## src/rtl/ddrmon_pkg.sv

```systemverilog
package ddrmon_pkg;

  localparam int ERR_KINDS = 4;

  typedef enum logic [3:0] {
    CMD_DESEL  = 4'd0,
    CMD_NOP    = 4'd1,
    CMD_ACT    = 4'd2,
    CMD_RD     = 4'd3,
    CMD_WR     = 4'd4,
    CMD_PRE    = 4'd5,
    CMD_PREALL = 4'd6,
    CMD_AREF   = 4'd7,
    CMD_SREF   = 4'd8,
    CMD_MRS    = 4'd9,
    CMD_BST    = 4'd10
  } cmdE;

  typedef enum logic [2:0] {
    ERR_NONE        = 3'd0,
    ERR_IDLE_ACCESS = 3'd1,
    ERR_MRS_ACTIVE  = 3'd2,
    ERR_LOWPWR_CMD  = 3'd3,
    ERR_ACT_OPEN    = 3'd4
  } errE;

  // Strobes from the control to the bank datapath, already qualified as legal.
  typedef struct packed {
    logic openRow;
    logic access;
    logic isWrite;
    logic closeOne;
    logic closeAll;
    logic loadMode;
  } bankCtrlT;

endpackage

```

## src/rtl/ddrmon_ctrl.sv

```systemverilog
module ddrmon_ctrl
  import ddrmon_pkg::*;
#(
  parameter int BANK_W = 2
) (
  input  logic                      clk,
  input  logic                      rstN,
  input  logic                      cke,
  input  logic                      csN,
  input  logic                      rasN,
  input  logic                      casN,
  input  logic                      weN,
  input  logic [BANK_W-1:0]         ba,
  input  logic                      apBit,
  input  logic [(1<<BANK_W)-1:0]    bankActive,
  output bankCtrlT                  ctrl,
  output logic [3:0]                cmdCode,
  output logic [ERR_KINDS-1:0]      errFlags,
  output logic [2:0]                errCode
);

  cmdE  cmd;
  errE  errNow;
  logic lowPower;
  logic idleCmd, blocked, legal;
  logic [ERR_KINDS-1:0] errHot;

  always_comb begin
    cmd = CMD_BST;
    if (csN) begin
      cmd = CMD_DESEL;
    end else begin
      case ({rasN, casN, weN})
        3'b111:  cmd = CMD_NOP;
        3'b011:  cmd = CMD_ACT;
        3'b101:  cmd = CMD_RD;
        3'b100:  cmd = CMD_WR;
        3'b010:  cmd = apBit ? CMD_PREALL : CMD_PRE;
        3'b001:  cmd = cke ? CMD_AREF : CMD_SREF;
        3'b000:  cmd = CMD_MRS;
        default: cmd = CMD_BST;
      endcase
    end
  end

  assign idleCmd = (cmd == CMD_DESEL) || (cmd == CMD_NOP);
  assign blocked = lowPower && !idleCmd;

  always_comb begin
    errNow = ERR_NONE;
    if (blocked)
      errNow = ERR_LOWPWR_CMD;
    else if ((cmd == CMD_RD || cmd == CMD_WR) && !bankActive[ba])
      errNow = ERR_IDLE_ACCESS;
    else if (cmd == CMD_MRS && (|bankActive))
      errNow = ERR_MRS_ACTIVE;
    else if (cmd == CMD_ACT && bankActive[ba])
      errNow = ERR_ACT_OPEN;
  end

  assign legal = !blocked && (errNow == ERR_NONE);

  always_comb begin
    ctrl.openRow  = legal && (cmd == CMD_ACT);
    ctrl.access   = legal && (cmd == CMD_RD || cmd == CMD_WR);
    ctrl.isWrite  = (cmd == CMD_WR);
    ctrl.closeOne = legal && (cmd == CMD_PRE);
    ctrl.closeAll = legal && (cmd == CMD_PREALL);
    ctrl.loadMode = legal && (cmd == CMD_MRS);
  end

  for (genvar k = 0; k < ERR_KINDS; k++) begin : g_errHot
    assign errHot[k] = (errNow == errE'(k + 1));
  end

  always_ff @(posedge clk) begin
    if (!rstN) begin
      lowPower <= 1'b0;
      cmdCode  <= '0;
      errFlags <= '0;
      errCode  <= '0;
    end else begin
      cmdCode  <= cmd;
      errFlags <= errFlags | errHot;
      if (errNow != ERR_NONE) errCode <= errNow;
      if (!blocked) begin
        if (!lowPower && (cmd == CMD_SREF || (idleCmd && !cke)))
          lowPower <= 1'b1;
        else if (lowPower && idleCmd && cke)
          lowPower <= 1'b0;
      end
    end
  end

endmodule

```

## src/rtl/ddrmon_dp.sv

```systemverilog
module ddrmon_dp
  import ddrmon_pkg::*;
#(
  parameter int BANK_W          = 2,
  parameter int ADDR_W          = 14,
  parameter int RESET_BURST_LEN = 4
) (
  input  logic                      clk,
  input  logic                      rstN,
  input  bankCtrlT                  ctrl,
  input  logic [BANK_W-1:0]         ba,
  input  logic [ADDR_W-1:0]         addr,
  input  logic [1:0]                dm,
  output logic [(1<<BANK_W)-1:0]    bankActive,
  output logic                      rdStrobe,
  output logic                      wrStrobe,
  output logic [BANK_W-1:0]         burstBank,
  output logic [ADDR_W-1:0]         burstRow,
  output logic [ADDR_W-2:0]         burstCol,
  output logic                      autoPre,
  output logic                      maskValid,
  output logic [3:0]                maskCount
);

  localparam int NB       = 1 << BANK_W;
  localparam int ROW_W    = ADDR_W;
  localparam int COL_W    = ADDR_W - 1;
  localparam int AP_BIT   = 10;
  localparam int CNT_W    = 3;
  localparam int MASK_W   = 4;
  localparam int DEF_HALF = RESET_BURST_LEN / 2;

  logic [CNT_W-1:0]    blHalf;
  logic [NB*ROW_W-1:0] rowFlat;
  logic [ROW_W-1:0]    rowSel;
  logic [COL_W-1:0]    colNow;
  logic [CNT_W-1:0]    wrRemain;
  logic [MASK_W-1:0]   maskAcc, dmOnes;

  assign rowSel = rowFlat[ba*ROW_W +: ROW_W];
  assign colNow = {addr[ADDR_W-1:AP_BIT+1], addr[AP_BIT-1:0]};
  assign dmOnes = MASK_W'(dm[0]) + MASK_W'(dm[1]);

  for (genvar i = 0; i < NB; i++) begin : g_bank
    logic             actQ;
    logic [ROW_W-1:0] rowQ;
    logic [CNT_W-1:0] apCnt;
    logic             isSel;
    assign isSel = (ba == BANK_W'(i));
    assign bankActive[i] = actQ;
    assign rowFlat[i*ROW_W +: ROW_W] = rowQ;

    always_ff @(posedge clk) begin
      if (!rstN) begin
        actQ  <= 1'b0;
        rowQ  <= '0;
        apCnt <= '0;
      end else if (ctrl.closeAll || (ctrl.closeOne && isSel)) begin
        actQ  <= 1'b0;
        apCnt <= '0;
      end else if (ctrl.openRow && isSel) begin
        actQ <= 1'b1;
        rowQ <= addr;
      end else if (ctrl.access && isSel && addr[AP_BIT]) begin
        apCnt <= blHalf;
      end else if (apCnt == CNT_W'(1)) begin
        actQ  <= 1'b0;
        apCnt <= '0;
      end else if (apCnt != '0) begin
        apCnt <= apCnt - CNT_W'(1);
      end
    end
  end

  always_ff @(posedge clk) begin
    if (!rstN) begin
      blHalf <= CNT_W'(DEF_HALF);
    end else if (ctrl.loadMode && ba == '0) begin
      case (addr[2:0])
        3'd1:    blHalf <= CNT_W'(1);
        3'd2:    blHalf <= CNT_W'(2);
        3'd3:    blHalf <= CNT_W'(4);
        default: blHalf <= blHalf;
      endcase
    end
  end

  always_ff @(posedge clk) begin
    if (!rstN) begin
      rdStrobe  <= 1'b0;
      wrStrobe  <= 1'b0;
      autoPre   <= 1'b0;
      burstBank <= '0;
      burstRow  <= '0;
      burstCol  <= '0;
    end else begin
      rdStrobe <= ctrl.access && !ctrl.isWrite;
      wrStrobe <= ctrl.access && ctrl.isWrite;
      autoPre  <= ctrl.access && addr[AP_BIT];
      if (ctrl.access) begin
        burstBank <= ba;
        burstRow  <= rowSel;
        burstCol  <= colNow;
      end
    end
  end

  always_ff @(posedge clk) begin
    if (!rstN) begin
      wrRemain  <= '0;
      maskAcc   <= '0;
      maskValid <= 1'b0;
      maskCount <= '0;
    end else begin
      maskValid <= (wrRemain == CNT_W'(1));
      if (wrRemain == CNT_W'(1)) maskCount <= maskAcc + dmOnes;
      if (ctrl.access && ctrl.isWrite) begin
        wrRemain <= blHalf;
        maskAcc  <= '0;
      end else if (wrRemain != '0) begin
        wrRemain <= wrRemain - CNT_W'(1);
        maskAcc  <= maskAcc + dmOnes;
      end
    end
  end

endmodule

```

## src/rtl/ddr_cmd_monitor.sv

```systemverilog
module ddr_cmd_monitor
  import ddrmon_pkg::*;
#(
  parameter int BANK_W          = 2,
  parameter int ADDR_W          = 14,
  parameter int RESET_BURST_LEN = 4
) (
  input  logic                  clk,
  input  logic                  rstN,
  input  logic                  cke,
  input  logic                  csN,
  input  logic                  rasN,
  input  logic                  casN,
  input  logic                  weN,
  input  logic [BANK_W-1:0]     ba,
  input  logic [ADDR_W-1:0]     addr,
  input  logic [1:0]            dm,
  output logic [3:0]            cmdCode,
  output logic                  rdStrobe,
  output logic                  wrStrobe,
  output logic [BANK_W-1:0]     burstBank,
  output logic [ADDR_W-1:0]     burstRow,
  output logic [ADDR_W-2:0]     burstCol,
  output logic                  autoPre,
  output logic                  maskValid,
  output logic [3:0]            maskCount,
  output logic [ERR_KINDS-1:0]  errFlags,
  output logic [2:0]            errCode
);

  localparam int NB = 1 << BANK_W;

  bankCtrlT        ctrl;
  logic [NB-1:0]   bankActive;

  ddrmon_ctrl #(.BANK_W(BANK_W)) u_ctrl (
    .clk(clk), .rstN(rstN), .cke(cke), .csN(csN), .rasN(rasN), .casN(casN),
    .weN(weN), .ba(ba), .apBit(addr[10]), .bankActive(bankActive),
    .ctrl(ctrl), .cmdCode(cmdCode), .errFlags(errFlags), .errCode(errCode)
  );

  ddrmon_dp #(.BANK_W(BANK_W), .ADDR_W(ADDR_W), .RESET_BURST_LEN(RESET_BURST_LEN)) u_dp (
    .clk(clk), .rstN(rstN), .ctrl(ctrl), .ba(ba), .addr(addr), .dm(dm),
    .bankActive(bankActive), .rdStrobe(rdStrobe), .wrStrobe(wrStrobe),
    .burstBank(burstBank), .burstRow(burstRow), .burstCol(burstCol),
    .autoPre(autoPre), .maskValid(maskValid), .maskCount(maskCount)
  );

endmodule

```

## config.mk

```make
export PLATFORM = sky130hd
export DESIGN_NAME = ddr_cmd_monitor
export DESIGN_NICKNAME = d
export VERILOG_FILES = /design/src/rtl/ddrmon_pkg.sv /design/src/rtl/ddrmon_ctrl.sv /design/src/rtl/ddrmon_dp.sv /design/src/rtl/ddr_cmd_monitor.sv
export SDC_FILE = /design/constraint.sdc
export NUM_CORES = 1
export LEC_CHECK = 0
export ABC_AREA = 1
export BUFFER_PORTS_ARGS = -buffer_cell sky130_fd_sc_hd__buf_4
export CELL_PAD_IN_SITES_DETAIL_PLACEMENT = 1
export CELL_PAD_IN_SITES_GLOBAL_PLACEMENT = 1
export CORE_MARGIN = 5
export CORE_UTILIZATION = 42
export DETAILED_ROUTE_END_ITERATION = 10
export GPL_ROUTABILITY_DRIVEN = 0
export PLACE_DENSITY_LB_ADDON = 0.3
export RECOVER_POWER = 100
export SLEW_MARGIN = 40
export SYNTH_ARGS = -nofsm -noshare
export SYNTH_HDL_FRONTEND = slang
export SYNTH_SLANG_ARGS = --single-unit
export TNS_END_PERCENT = 100
```

## constraint.sdc

```tcl
create_clock -name clk -period 2.5 [get_ports clk]
set_input_delay 0.25 -clock clk [delete_from_list [all_inputs] [get_ports clk]]
set_output_delay 0.25 -clock clk [all_outputs]
set_load 0.01 [all_outputs]
```

After elaboration in Yosys (flattened, before gate mapping)
Index checks and enable logic that the tools add are counted.
Operators by class
  add/sub/neg operators: 7
  multipliers: 1
  order comparisons: 1
  eq/ne operators: 33
  shift-type cells: 1
  multiplexer cells: 39
  bitwise logic cells: 11
  reduce and logical (&&, ||, !) cells: 88
Operators with widths (number)
  $shiftx A56 B7 Y14: 1
  $mux W3: 18
  $logic_and A1 B1 Y1: 34
  $reduce_bool A3 Y1: 11
  $pmux W4 S7: 1
  $reduce_and A2 Y1: 14
  $eq A3 B1 Y1 const B: 8
  $eq A3 B2 Y1 const B: 6
  $mux W1: 15
  $sub A3 B1 Y3 const B: 5
  $eq A3 B3 Y1 const B: 4
  $eq A4 B3 Y1 const B: 3
  $reduce_bool A2 Y1: 6
  $not A1 Y1: 10
  $reduce_or A2 Y1: 5
  $pmux W3 S3: 1
  $eq A4 B2 Y1 const B: 2
  $eq A4 B4 Y1 const B: 2
  $mux W4: 2
  $ne A2 B1 Y1 const B: 4
  $logic_or A1 B1 Y1: 7
  $logic_not A1 Y1: 6
  $logic_not A3 Y1: 2
  $mul A2 B3 Y5 const B: 1
  other kinds (12): 13
Word-level totals
  register bits: 131
  bits of input ports: 25
  output and inout bits: 48
  logic and storage cells: 208

Depth between registers and ports, before layout
Gate-level depths: netlist (run 1).
  depth after elaboration: 16
  mapped depth: 19
  gate-level depth less buffers: 18

By module
From an unflattened synthesis (run 1), not the netlist that was laid out.
Unflattened totals
  cell total of the unflattened synthesis: 828
  area total of the unflattened synthesis: 5995.8 um^2
By module, submodules not included
  ddrmon_dp: instances 1, cells an instance 706, area each 5201.2 um^2, seq. area each 2382.3 um^2
  ddrmon_ctrl: instances 1, cells an instance 122, area each 794.5 um^2, seq. area each 240.2 um^2

Worst setup path after synthesis (run 1)
No wires, ideal clock.
  kind: input -> register
  start point: input port weN
  end point: register u_dp.burstRow[13]
  setup time: 0.133 ns
  arrival: 1.875 ns
  required time: 2.367 ns
  slack: 0.493 ns
  stages on the path: 15
  buffers on the path: 2
  path through: buf_4 inv_2 nand2_1 nand2_1 nand2_1 nand2_1 nand2_1 nand3b_2 nand2_1 nand2_1 nand3_4 inv_2 buf_2 o21ai_0 a21oi_1
Between the ends
  longest elaborated chain between the ends: 12
  elaborated cells on any way between the ends: 30
  those cells by class: 11 x eq/ne; 6 x mux; 13 x reduce/logical
Ends and longest elaborated chain
  from (decl): RTL line ddr_cmd_monitor.sv:14  | input logic weN,
  $eq A3 B1 Y1, or another cell as far along: RTL line ddrmon_ctrl.sv:33  | case ({rasN, casN, weN})
  $pmux W4 S7 (*): RTL line ddrmon_ctrl.sv:33
  $mux W4 (*): RTL line ddrmon_ctrl.sv:30  | if (csN) begin
  $eq A4 B2 Y1: RTL line ddrmon_ctrl.sv:57  | else if (cmd == CMD_ACT && bankActive[ba])
  $logic_and A1 B1 Y1: RTL line ddrmon_ctrl.sv:57
  $mux W3: RTL line ddrmon_ctrl.sv:57
  $mux W3: RTL line ddrmon_ctrl.sv:55  | else if (cmd == CMD_MRS && (|bankActive))
  $mux W3: RTL line ddrmon_ctrl.sv:53  | else if ((cmd == CMD_RD || cmd == CMD_WR) && !bankActive[ba])
  $mux W3: RTL line ddrmon_ctrl.sv:51  | if (blocked)
  $logic_not A3 Y1: RTL line ddrmon_ctrl.sv:61  | assign legal = !blocked && (errNow == ERR_NONE);
  $logic_and A1 B1 Y1: RTL line ddrmon_ctrl.sv:61
  $logic_and A1 B1 Y1 (*): RTL line ddrmon_ctrl.sv:65  | ctrl.access = legal && (cmd == CMD_RD || cmd == CMD_WR);
  to (signal assigned): RTL line ddrmon_dp.sv:102  | burstRow <= rowSel;
  to (decl): RTL line ddrmon_dp.sv:18  | output logic [ADDR_W-1:0] burstRow,
Every way passes the cells marked *; elsewhere a longest branch is shown, timed or not.
A chain may end at the register's enable or synchronous reset.

Final worst setup path (run 1)
  start point: input port rasN
  end point: register u_dp.g_bank[3].rowQ[11]
Between the ends
  longest elaborated chain between the ends: 16
  elaborated cells on any way between the ends: 39
  those cells by class: 13 x eq/ne; 6 x mux; 1 x bitwise; 19 x reduce/logical
Ends and longest elaborated chain
  from (decl): RTL line ddr_cmd_monitor.sv:12  | input logic rasN,
  $eq A3 B1 Y1, or another cell as far along: RTL line ddrmon_ctrl.sv:33
  $pmux W4 S7 (*): RTL line ddrmon_ctrl.sv:33
  $mux W4 (*): RTL line ddrmon_ctrl.sv:30
  $eq A4 B2 Y1: RTL line ddrmon_ctrl.sv:57, ddrmon_ctrl.sv:64
  $logic_and A1 B1 Y1: RTL line ddrmon_ctrl.sv:57
  $mux W3: RTL line ddrmon_ctrl.sv:57
  $mux W3: RTL line ddrmon_ctrl.sv:55
  $mux W3: RTL line ddrmon_ctrl.sv:53
  $mux W3: RTL line ddrmon_ctrl.sv:51
  $logic_not A3 Y1: RTL line ddrmon_ctrl.sv:61
  $logic_and A1 B1 Y1: RTL line ddrmon_ctrl.sv:61
  $logic_and A1 B1 Y1: RTL line ddrmon_ctrl.sv:67  | ctrl.closeOne = legal && (cmd == CMD_PRE);
  $logic_and A1 B1 Y1: RTL line ddrmon_dp.sv:58  | end else if (ctrl.closeAll || (ctrl.closeOne && isSel)) begin
  $logic_or A1 B1 Y1: RTL line ddrmon_dp.sv:58
  $not A1 Y1 (no line)
  $reduce_and A2 Y1 (no line) (*)
  to (signal assigned): RTL line ddrmon_dp.sv:63  | rowQ <= addr;
  to (decl): RTL line ddrmon_dp.sv:46  | logic [ROW_W-1:0] rowQ;
Marks and branches as above.

==> flow_summary.json, run 1 <==
{
  "setup_viol": 0,
  "clock-sinks": 131,
  "yosysWarnings": 0,
  "grt_max_degree": 46,
  "cts-root-buf": "clkbuf_16",
  "critPathLaunchType": "primary input",
  "io_pins": 73,
  "preCtsSetupSlack_ns": -0.1394,
  "ys_top_cells_by_area": "dfxtp_1 (44%), nand2_1 (9.3%), a21oi_1 (7.9%)",
  "wl_per_cell_um": 18.18,
  "ctsHoldBuffers": 0,
  "h-tree-depth": 4,
  "tightest_slew_ns": 0.5842,
  "switchingPower_mw": 2.313,
  "routed_via_density": 5.412,
  "arrival_ns": 2.65,
  "fp.dieW_um": 128.9,
  "rsz0062_at_grt": "no",
  "grt_pass1_vias": 6305,
  "synthTopCellsByCount": "nand2_1 (147), dfxtp_1 (131), a21oi_1 (94)",
  "core_area_um2": 13880,
  "drtIter0Drc": 368,
  "status": "finished clean",
  "dp.cells": 1032,
  "pwr-share-clk": 0.368,
  "async_flop_share": 0,
  "seqCellArea_um2": 2623,
  "fillCellCount": 1780,
  "syn_avg_cell_area_um2": 7.455,
  "portBuffers": 72,
  "required_ns": 2.85,
  "synth_seq_area_share": 0.4414,
  "hold_class": "primary input to flop",
  "multi_input_area_um2": 2794,
  "fmax_mhz": 435.0,
  "stdcell_count": 1066,
  "peakVddDrop_v": 0.0004028,
  "power_mw": 6.891,
  "maxSlewHeadroom": 0.6101,
  "grt_use_total": 0.2424,
  "ant_nets": 0,
  "fin_ws_ns": 0.2012,
  "synth_most_common_cell": "nand2_1",
  "ys_ff_latch": 131,
  "cp-end-kind": "flop",
  "clk_pin_slew_ns": 0.06,
  "synth_top_cell_area_share": 0.4414,
  "area_growth_pct": 19.69,
  "syn-cell-area_um2": 5942,
  "cts-buffers-inserted": 17,
  "grt_first_pass_wirelength_um": 31830,
  "fin_area_um2": 7112,
  "detailed_place_hpwl_um": 13510,
  "cp_max_fo": 10,
  "final_util": 0.5123,
  "swShare": 0.3356,
  "power.leakage_nw": 2.998,
  "synth_top_flop_cell": "dfxtp_1",
  "yosysTopAreaCell": "dfxtp_1",
  "synth_nets": 841,
  "combPwrFrac": 0.272,
  "crit_type": "primary input to flop",
  "n_antenna_cell": 0,
  "pwr-share-seq": 0.360,
  "firstDrtPassIters": 5,
  "synth_enable_flop_cells": 0,
  "period_minus_slack_ns": 2.299,
  "cts_buffer_depth": 2,
  "rows": 43,
  "fp.dieH_um": 128.9,
  "routed_wl_um": 19380,
  "finalHoldViolations": 0,
  "dpl_cell_area_um2": 6699,
  "vias": 5769,
  "initial_utilization": 0.4281,
  "p_per_area_nw_per_um2": 969.0,
  "drc": 0,
  "p_int_mw": 4.578,
  "gr-total-overflow": 0,
  "antenna_found_initial": 0,
  "tns_ns": 0,
  "cap_viol_max_count": 0,
  "ys_types": 41,
  "drive_gt1_frac": 0.1264,
  "final_max_slew_viol_count": 0,
  "die_area_um2": 16630,
  "fin_crit_sh": 0.9195,
  "worstSkewPairLatency_ns": 0.42,
  "nNetsFinal": 917,
  "whs_ns": 0.1184,
  "cts_tree": "yes",
  "syn_inst": 797,
  "finClkSkew_ns": 0.006103
}
==> area by class of cell <==
class	instances	area share
clock buffer	19	0.06228
sequential	131	0.3688
timing repair buffer	93	0.07319
inverter	91	0.04873
tap	180	0.03167
clock inverter	13	0.02252
multi-input combinational	539	0.3929
==> what timing repair did <==
item / in CTS / in global routing
resized for setup: 0 / 3
setup endpoints to repair: 0 / 19
setup buffers: 0 / 2
==> registers in the layout, indices dropped and copies added, names as in the netlist <==
name	count
u_dp.burstRow	14
u_dp.g_bank.actQ	4
u_dp.maskValid	1
u_dp.g_bank.rowQ	56
u_ctrl.errCode	3
u_ctrl.lowPower	1
u_ctrl.cmdCode	4
u_dp.autoPre	1
u_dp.burstBank	2
u_dp.rdStrobe	1
u_dp.wrRemain	3
u_dp.burstCol	13
u_ctrl.errFlags	4
u_dp.maskAcc	4
u_dp.wrStrobe	1
u_dp.g_bank.apCnt	12
u_dp.blHalf	3
u_dp.maskCount	4
==> logic make-up after synthesis <==
family | count (synthesis) | synth area share
AOI/OAI and AO/OA | 209 | 0.1960
xor gates and xnor gates | 4 | 0.005897
adders and majority gates | 19 | 0.04127
buffers and inverters | 127 | 0.08760
DFF | 131 | 0.4414
and+or+nand+nor | 307 | 0.2278
==> critical path, stage by stage <==
cell	delay, ns
buf_4	0.13
inv_1	0.20
nand4_2	0.16
nand2_1	0.15
nand2_1	0.14
nand3b_1	0.29
a21oi_4	0.28
nor2_8	0.07
nand2_4	0.11
nor2_4	0.07
inv_1	0.32
clkbuf_2	0.28
nor2_1	0.06
nor2_1	0.13
==> cell usage in the layout (no fill, tap or decap), drive strengths merged <==
master    netlist  routed
a211oi          4       4
a21boi          3       3
a21oi          96      96
a221oi         14      14
a22oi           2       2
buf            19      40
bufinv          0       3
clkbuf         17      72
clkinv          0       8
clkinvlp        0       2
dfxtp         131     131
fa              1       1
ha             18      18
inv            91      91
nand2         159     159
nand3          40      40
nand3b          1       1
nand4           5       5
nor2           94      94
nor3            7       7
o21a            1       1
o21ai          74      74
o22ai          13      13
o31ai           1       1
o41ai           1       1
or2             1       1
xnor2           2       2
xor2            2       2
==> power by group through the flow <==
stage / clock (mW) / combinational, mW / sequential, mW
2_1_floorplan: 0 / 1.30 / 2.51
3_3_place_gp: 0 / 1.76 / 2.50
3_5_place_dp: 0 / 1.89 / 2.52
4_1_cts: 2.56 / 1.94 / 2.48
5_1_grt: 2.67 / 2.17 / 2.51
6_report: 2.53 / 1.88 / 2.48
==> path summary, 6_finish.rpt <==
| check | startpoint | to | slack, ns | cells after the start |
|---|---|---|---|---|
| min reg2reg | u_dp.g_bank[1].rowQ[10]$_SDFFE_PN0P_ | u_dp.g_bank[1].rowQ[10]$_SDFFE_PN0P_ | 0.45 | 2 |
| min | addr[2] | u_dp.blHalf[1]$_SDFFE_PN1P_ | 0.12 | 2 |
| max | rasN | u_dp.g_bank[3].rowQ[11]$_SDFFE_PN0P_ | 0.20 | 14 |
| max reg2reg | u_dp.g_bank[3].actQ$_SDFFE_PP0P_ | u_dp.g_bank[2].apCnt[0]$_SDFFE_PP0P_ | 0.24 | 12 |
==> layer usage <==
metal / wire length [um] / global-route usage / vias to the layer above
met5: 0 / 0 / -
met4: 563 / 0.09574 / 0
met3: 768 / 0.05438 / 54
met2: 9734 / 0.4274 / 129
met1: 8309 / 0.2849 / 2813
li1: - / - / 2773
No activity file was read; power rests on OpenSTA's default activity.
==> run 2: changes to the inputs <==
==> constraint.sdc (replaced) <==
create_clock -name clk -period 2.5 [get_ports clk]
set_input_delay 0.5 -clock clk [delete_from_list [all_inputs] [get_ports clk]]
set_output_delay 0.5 -clock clk [all_outputs]
set_load 0.01 [all_outputs]
==> run 2 against run 1 <==
Global-route usage is 0.31 points higher. Via count up 1.5%. Sequential share of layout area shrank 0.49 points. Die area unchanged. Flip-flop and latch count did not move. Final cell count up 1.2%. Maximum frequency shrank 0.52%. Power grew 0.36%. Worst setup slack worse by 0.012 ns. Core utilization grew 0.69 points. Critical path type unchanged. Highest routed layer unchanged.
==> flow_summary.json, run 2 (same netlist as run 1, synthesis figures left out) <==
{
  "status": "finished clean",
  "h-tree-depth": 4,
  "preCtsSetupSlack_ns": -0.1862,
  "rrSetupSlack_ns": 0.27,
  "cp_max_fo": 23,
  "fp.dieW_um": 128.9,
  "die_area_um2": 16630,
  "fp.dieH_um": 128.9,
  "antenna_found_initial": 0,
  "timing.rr.end": "u_dp.g_bank[3].rowQ[1]$_SDFFE_PN0P_",
  "power.leakage_nw": 3.051,
  "maxSlewHeadroom": 0.3149,
  "path_depth": 14,
  "top_regs": "u_dp.g_bank.rowQ x56, u_dp.burstRow x14, u_dp.burstCol x13",
  "worstSkewPairLatency_ns": 0.43,
  "core_area_um2": 13880,
  "fillCellCount": 1772,
  "rows": 43,
  "startpoint": "rasN",
  "whs_ns": 0.3480,
  "swShare": 0.3425,
  "fin_ws_ns": 0.1893,
  "top_register": "u_dp.g_bank.rowQ",
  "crit_slowest_cell": "nand3b_2",
  "max_stage_delay_ns": 0.30,
  "post-cts-setup-buffer-count": 0,
  "grt_first_pass_wirelength_um": 32220,
  "gr-total-overflow": 0,
  "crit_top_cell": "nand2_1",
  "detailed_place_hpwl_um": 13490,
  "final_max_slew_viol_count": 0,
  "routed_wl_um": 19540,
  "post_cts_resized": 0,
  "ctsHoldBuffers": 0,
  "grt_use_total": 0.2454,
  "clock-sinks": 131,
  "crit_end": "u_dp.g_bank[0].rowQ[3]$_SDFFE_PN0P_",
  "nNetsFinal": 930,
  "dpl_cell_area_um2": 6837,
  "tightest_slew_ns": 1.028,
  "routed_via_density": 5.429,
  "final_cell_mix": "nand2_1 (149), dfxtp_1 (131), a21oi_1 (94), nor2_1 (87), inv_1 (81)",
  "period_minus_slack_ns": 2.311,
  "pwr-share-seq": 0.358,
  "wl_per_cell_um": 18.11,
  "io_pins": 73,
  "initial_utilization": 0.4281,
  "setup_viol": 0,
  "layout_commonest_cell": "nand2_1",
  "crit_family": "simple AND/OR/NAND/NOR gates",
  "clk_pin_slew_ns": 0.06,
  "cap_viol_max_count": 0,
  "p_int_mw": 4.547,
  "ff2ff_path_depth": 10,
  "pwr-share-clk": 0.362,
  "required_ns": 2.85,
  "fin_area_um2": 7207,
  "grt_max_degree": 49,
  "area_growth_pct": 21.29,
  "critPathBufInv": 4,
  "combPwrFrac": 0.280,
  "multi_input_area_um2": 2781,
  "n_antenna_cell": 0,
  "cts_tree": "yes",
  "drtIter0Drc": 366,
  "cts-buffers-inserted": 17,
  "fmax_mhz": 432.8,
  "grt_pass1_vias": 6462,
  "crit_type": "primary input to flop",
  "cts_buffer_depth": 2,
  "hold_class": "primary input to flop",
  "dp.cells": 1047,
  "seqCellArea_um2": 2623,
  "critPathLaunchType": "primary input",
  "worstHoldStart": "addr[7]",
  "rsz0062_at_grt": "no",
  "fin_crit_sh": 0.9243,
  "finClkSkew_ns": 0.008435,
  "arrival_ns": 2.66,
  "cts-root-buf": "clkbuf_16",
  "finalHoldViolations": 0,
  "tns_ns": 0,
  "largest_reg_flops": 56,
  "drc": 0,
  "vias": 5858,
  "peakVddDrop_v": 0.0005197,
  "portBuffers": 72,
  "stdcell_count": 1079,
  "cp-end-kind": "flop",
  "switchingPower_mw": 2.369,
  "ant_nets": 0,
  "r2r-start": "u_dp.g_bank[3].actQ$_SDFFE_PP0P_",
  "firstDrtPassIters": 5,
  "p_per_area_nw_per_um2": 959.6,
  "drive_gt1_frac": 0.1313,
  "crit_chain": "buf_4 > inv_2 > nand4_2 > nand2_1 > nand2_1 > nand3b_2 > a21oi_4 > nor2_8 > nand2_4 > nor2_1 > inv_1 > buf_12 > o21ai_0 > a21oi_1"
}
[run 2: layout make-up]
class                   count  area share
inverters                  91     0.04774
well taps                 180     0.03125
repair buffers            106     0.08819
clock inverters            11     0.01771
clock buffers              21     0.06528
multi-input cells         539      0.3859
flip-flops and latches    131      0.3639
[run 2: metrics by stage]
stage / power, mW / util
global route: 7.344 / 0.5192
finish: 6.916 / 0.5192
floorplan: 3.818 / -
global placement: 4.295 / 0.4925
CTS: 7.018 / 0.5356
detailed placement: 4.456 / 0.4925
[run 2: layer usage]
metal  share of wire  vias to the layer above  track usage  wire length [um]
met5               0                        -            0                 0
met4           0.019                        0      0.09018               372
li1                -                     2795            -                 -
met3           0.036                       27      0.04774               703
met2            0.52                      129       0.4384             10120
met1            0.43                     2907       0.2912              8338
[run 2: worst register-to-register path: cells and delay by family, from the launching register on]
family / cells / cell delay (ns)
compound gates: 3 / 0.50
simple gates: 6 / 0.99
buf+inv: 1 / 0.33
flops: 1 / 0.34
[run 2: how the worst min path moves through the flow]
| stage | endpoint | slack, ns | cells past startpoint |
|---|---|---|---|
| 3_5_place_dp | u_dp.g_bank[0].rowQ[4]$_SDFFE_PN0P_ | 0.45 | 2 |
| 3_3_place_gp | u_dp.g_bank[1].rowQ[1]$_SDFFE_PN0P_ | 0.43 | 2 |
| 6_report | u_dp.g_bank[3].rowQ[7]$_SDFFE_PN0P_ | 0.35 | 3 |
| 5_1_grt | u_dp.g_bank[3].rowQ[7]$_SDFFE_PN0P_ | 0.36 | 3 |
| 4_1_cts | u_dp.g_bank[3].rowQ[7]$_SDFFE_PN0P_ | 0.34 | 3 |
| 2_1_floorplan | u_dp.g_bank[1].rowQ[10]$_SDFFE_PN0P_ | 0.42 | 2 |
[run 2: power groups by stage]
stage | registers (mW) | logic (mW) | clock network (mW)
2_1_floorplan | 2.51 | 1.30 | 0
3_3_place_gp | 2.50 | 1.79 | 0
3_5_place_dp | 2.52 | 1.94 | 0
4_1_cts | 2.48 | 2.01 | 2.53
5_1_grt | 2.51 | 2.21 | 2.63
6_report | 2.47 | 1.94 | 2.51
==> run 3: changes to the inputs <==
Settings changed: GPL_ROUTABILITY_DRIVEN 0 to 1, HOLD_SLACK_MARGIN set to 0.02, RECOVER_POWER 100 to not set.
==> run 3 against run 2 <==
Core utilization up 1.6 points. Flip-flop and latch count unchanged. Clock skew up 0.0027 ns. Routed wire length up 0.14%. Critical endpoint is now u_dp.g_bank[3].apCnt[0]$_SDFFE_PP0P_.
==> flow_summary.json, run 3 (same netlist as run 1, synthesis figures left out) <==
{
  "clk_pin_slew_ns": 0.06,
  "tightest_slew_ns": 0.5837,
  "cts-root-buf": "clkbuf_16",
  "antenna_found_initial": 0,
  "detailed_place_hpwl_um": 13490,
  "peakVddDrop_v": 0.0005224,
  "dp.cells": 1047,
  "drc": 0,
  "top_regs": "u_dp.g_bank.rowQ x56, u_dp.burstRow x14, u_dp.burstCol x13",
  "crit_type": "primary input to flop",
  "crit_chain": "buf_4 > nand2_1 > a21boi_1 > nand3_1 > nand2_2 > nor2_1 > nand3_1 > nand2_1 > nor2_2 > nand3_4 > nor2_4 > buf_4 > nand3_1 > nand2_1 > nand2_1 > nand2_1 > nor2_1",
  "cp-end-kind": "flop",
  "layout_commonest_cell": "nand2_1",
  "ant_nets": 0,
  "firstDrtPassIters": 4,
  "top_register": "u_dp.g_bank.rowQ",
  "cp_max_fo": 8,
  "fp.dieH_um": 128.9,
  "busiest_layer": "met2",
  "drive_gt1_frac": 0.1980,
  "gr-total-overflow": 0,
  "met1_usage": 0.2912,
  "cts_tree": "yes",
  "cap_viol_max_count": 0,
  "final_cell_mix": "nand2_1 (147), dfxtp_1 (131), buf_4 (102), a21oi_1 (94), nor2_1 (86)",
  "fp.dieW_um": 128.9,
  "n_antenna_cell": 0,
  "gp_congestion": 0.9109,
  "rows": 43,
  "use_met3": 0.04774,
  "drtIter0Drc": 352,
  "crit_top_cell": "nand2_1",
  "routed_via_density": 5.404,
  "final_max_slew_viol_count": 0,
  "rsz0062_at_grt": "no",
  "required_ns": 2.82,
  "wl_per_cell_um": 18.13,
  "tns_ns": 0,
  "io_pins": 73,
  "power.leakage_nw": 3.276,
  "finClkSkew_ns": 0.01113,
  "seqCellArea_um2": 2623,
  "routed_wl_um": 19560,
  "cts-buffers-inserted": 17,
  "period_minus_slack_ns": 2.284,
  "grt_first_pass_wirelength_um": 32220,
  "final_util": 0.5356,
  "initial_utilization": 0.4281,
  "critPathBufInv": 2,
  "maxSlewHeadroom": 0.6104,
  "post-cts-setup-buffer-count": 0,
  "cts_buffer_depth": 2,
  "post_cts_resized": 0,
  "setup_viol": 0,
  "multi_input_area_um2": 2799,
  "ctsHoldBuffers": 0,
  "area_growth_pct": 25.12,
  "grt_pass1_vias": 6462,
  "crit_slowest_cell": "nor2_4",
  "vias": 5831,
  "max_stage_delay_ns": 0.23,
  "stdcell_count": 1079,
  "fmax_mhz": 437.9,
  "fin_crit_sh": 0.9135,
  "die_area_um2": 16630,
  "finalHoldViolations": 0,
  "fillCellCount": 1736,
  "largest_reg_flops": 56,
  "worstSkewPairLatency_ns": 0.43,
  "portBuffers": 72,
  "crit_family": "simple AND/OR/NAND/NOR gates",
  "grt_use_total": 0.2454,
  "hold_class": "primary input to flop",
  "grt_max_degree": 49,
  "clock-sinks": 131,
  "core_area_um2": 13880,
  "status": "finished clean",
  "whs_ns": 0.3434,
  "critPathLaunchType": "primary input",
  "arrival_ns": 2.61,
  "nNetsFinal": 930,
  "p_per_area_nw_per_um2": 940.1,
  "met2_usage": 0.4384,
  "h-tree-depth": 4
}
run 3: cell types whose count changed in the layout (fill, tap and decap cells not counted), sizes merged:
cell | previous run | this run
clkbuf | 78 | 21
buf | 49 | 106
run 3: power breakdown:
group,switching (mW),internal [mW]
clock,0.956,1.55
combinational,1.28,0.730
sequential,0.146,2.33
total,2.38,4.61
run 3: cell type report:
type / instances / share of cell area
Multi-Input combinational cell: 539 / 0.3765
Sequential cell: 131 / 0.3527
Timing Repair Buffer: 106 / 0.1138
Clock buffer: 21 / 0.06328
Inverter: 91 / 0.04628
Tap cell: 180 / 0.03029
Clock inverter: 11 / 0.01717
run 3: final timing paths:
path	from	endpoint	slack, ns	cells after the start
worst max-delay path	weN	u_dp.g_bank[3].apCnt[0]$_SDFFE_PP0P_	0.22	17
worst min-delay path	addr[7]	u_dp.g_bank[3].rowQ[7]$_SDFFE_PN0P_	0.34	3
worst max register to register	u_dp.g_bank[3].actQ$_SDFFE_PP0P_	u_dp.g_bank[0].apCnt[1]$_SDFFE_PP0P_	0.29	10
worst min register to register	u_dp.g_bank[0].rowQ[7]$_SDFFE_PN0P_	u_dp.g_bank[0].rowQ[7]$_SDFFE_PN0P_	0.45	2
run 3: metal layers:
layer  share of wire  wire length, um
met3           0.042              812
met5               0                0
met1            0.42             8174
met4           0.021              415
met2            0.52            10160
run 3: stage by stage:
| stage | instance area, um2 | setup slack [ns] | total power, mW |
|---|---|---|---|
| floorplan | 5942 | 0.2428 | 3.818 |
| global placement | 6837 | -0.02378 | 4.295 |
| detailed placement | 6837 | -0.1862 | 4.456 |
| CTS | 7435 | 0.2384 | 7.018 |
| global route | 7435 | 0.01185 | 7.412 |
| finish | 7435 | 0.2162 | 6.989 |
run 3: tightest hold or removal path, delay by kind of cell:
family / cells / cell delay, ns
AND/OR/NAND/NOR: 2 / 0.13
buffers and inverters: 1 / 0.11
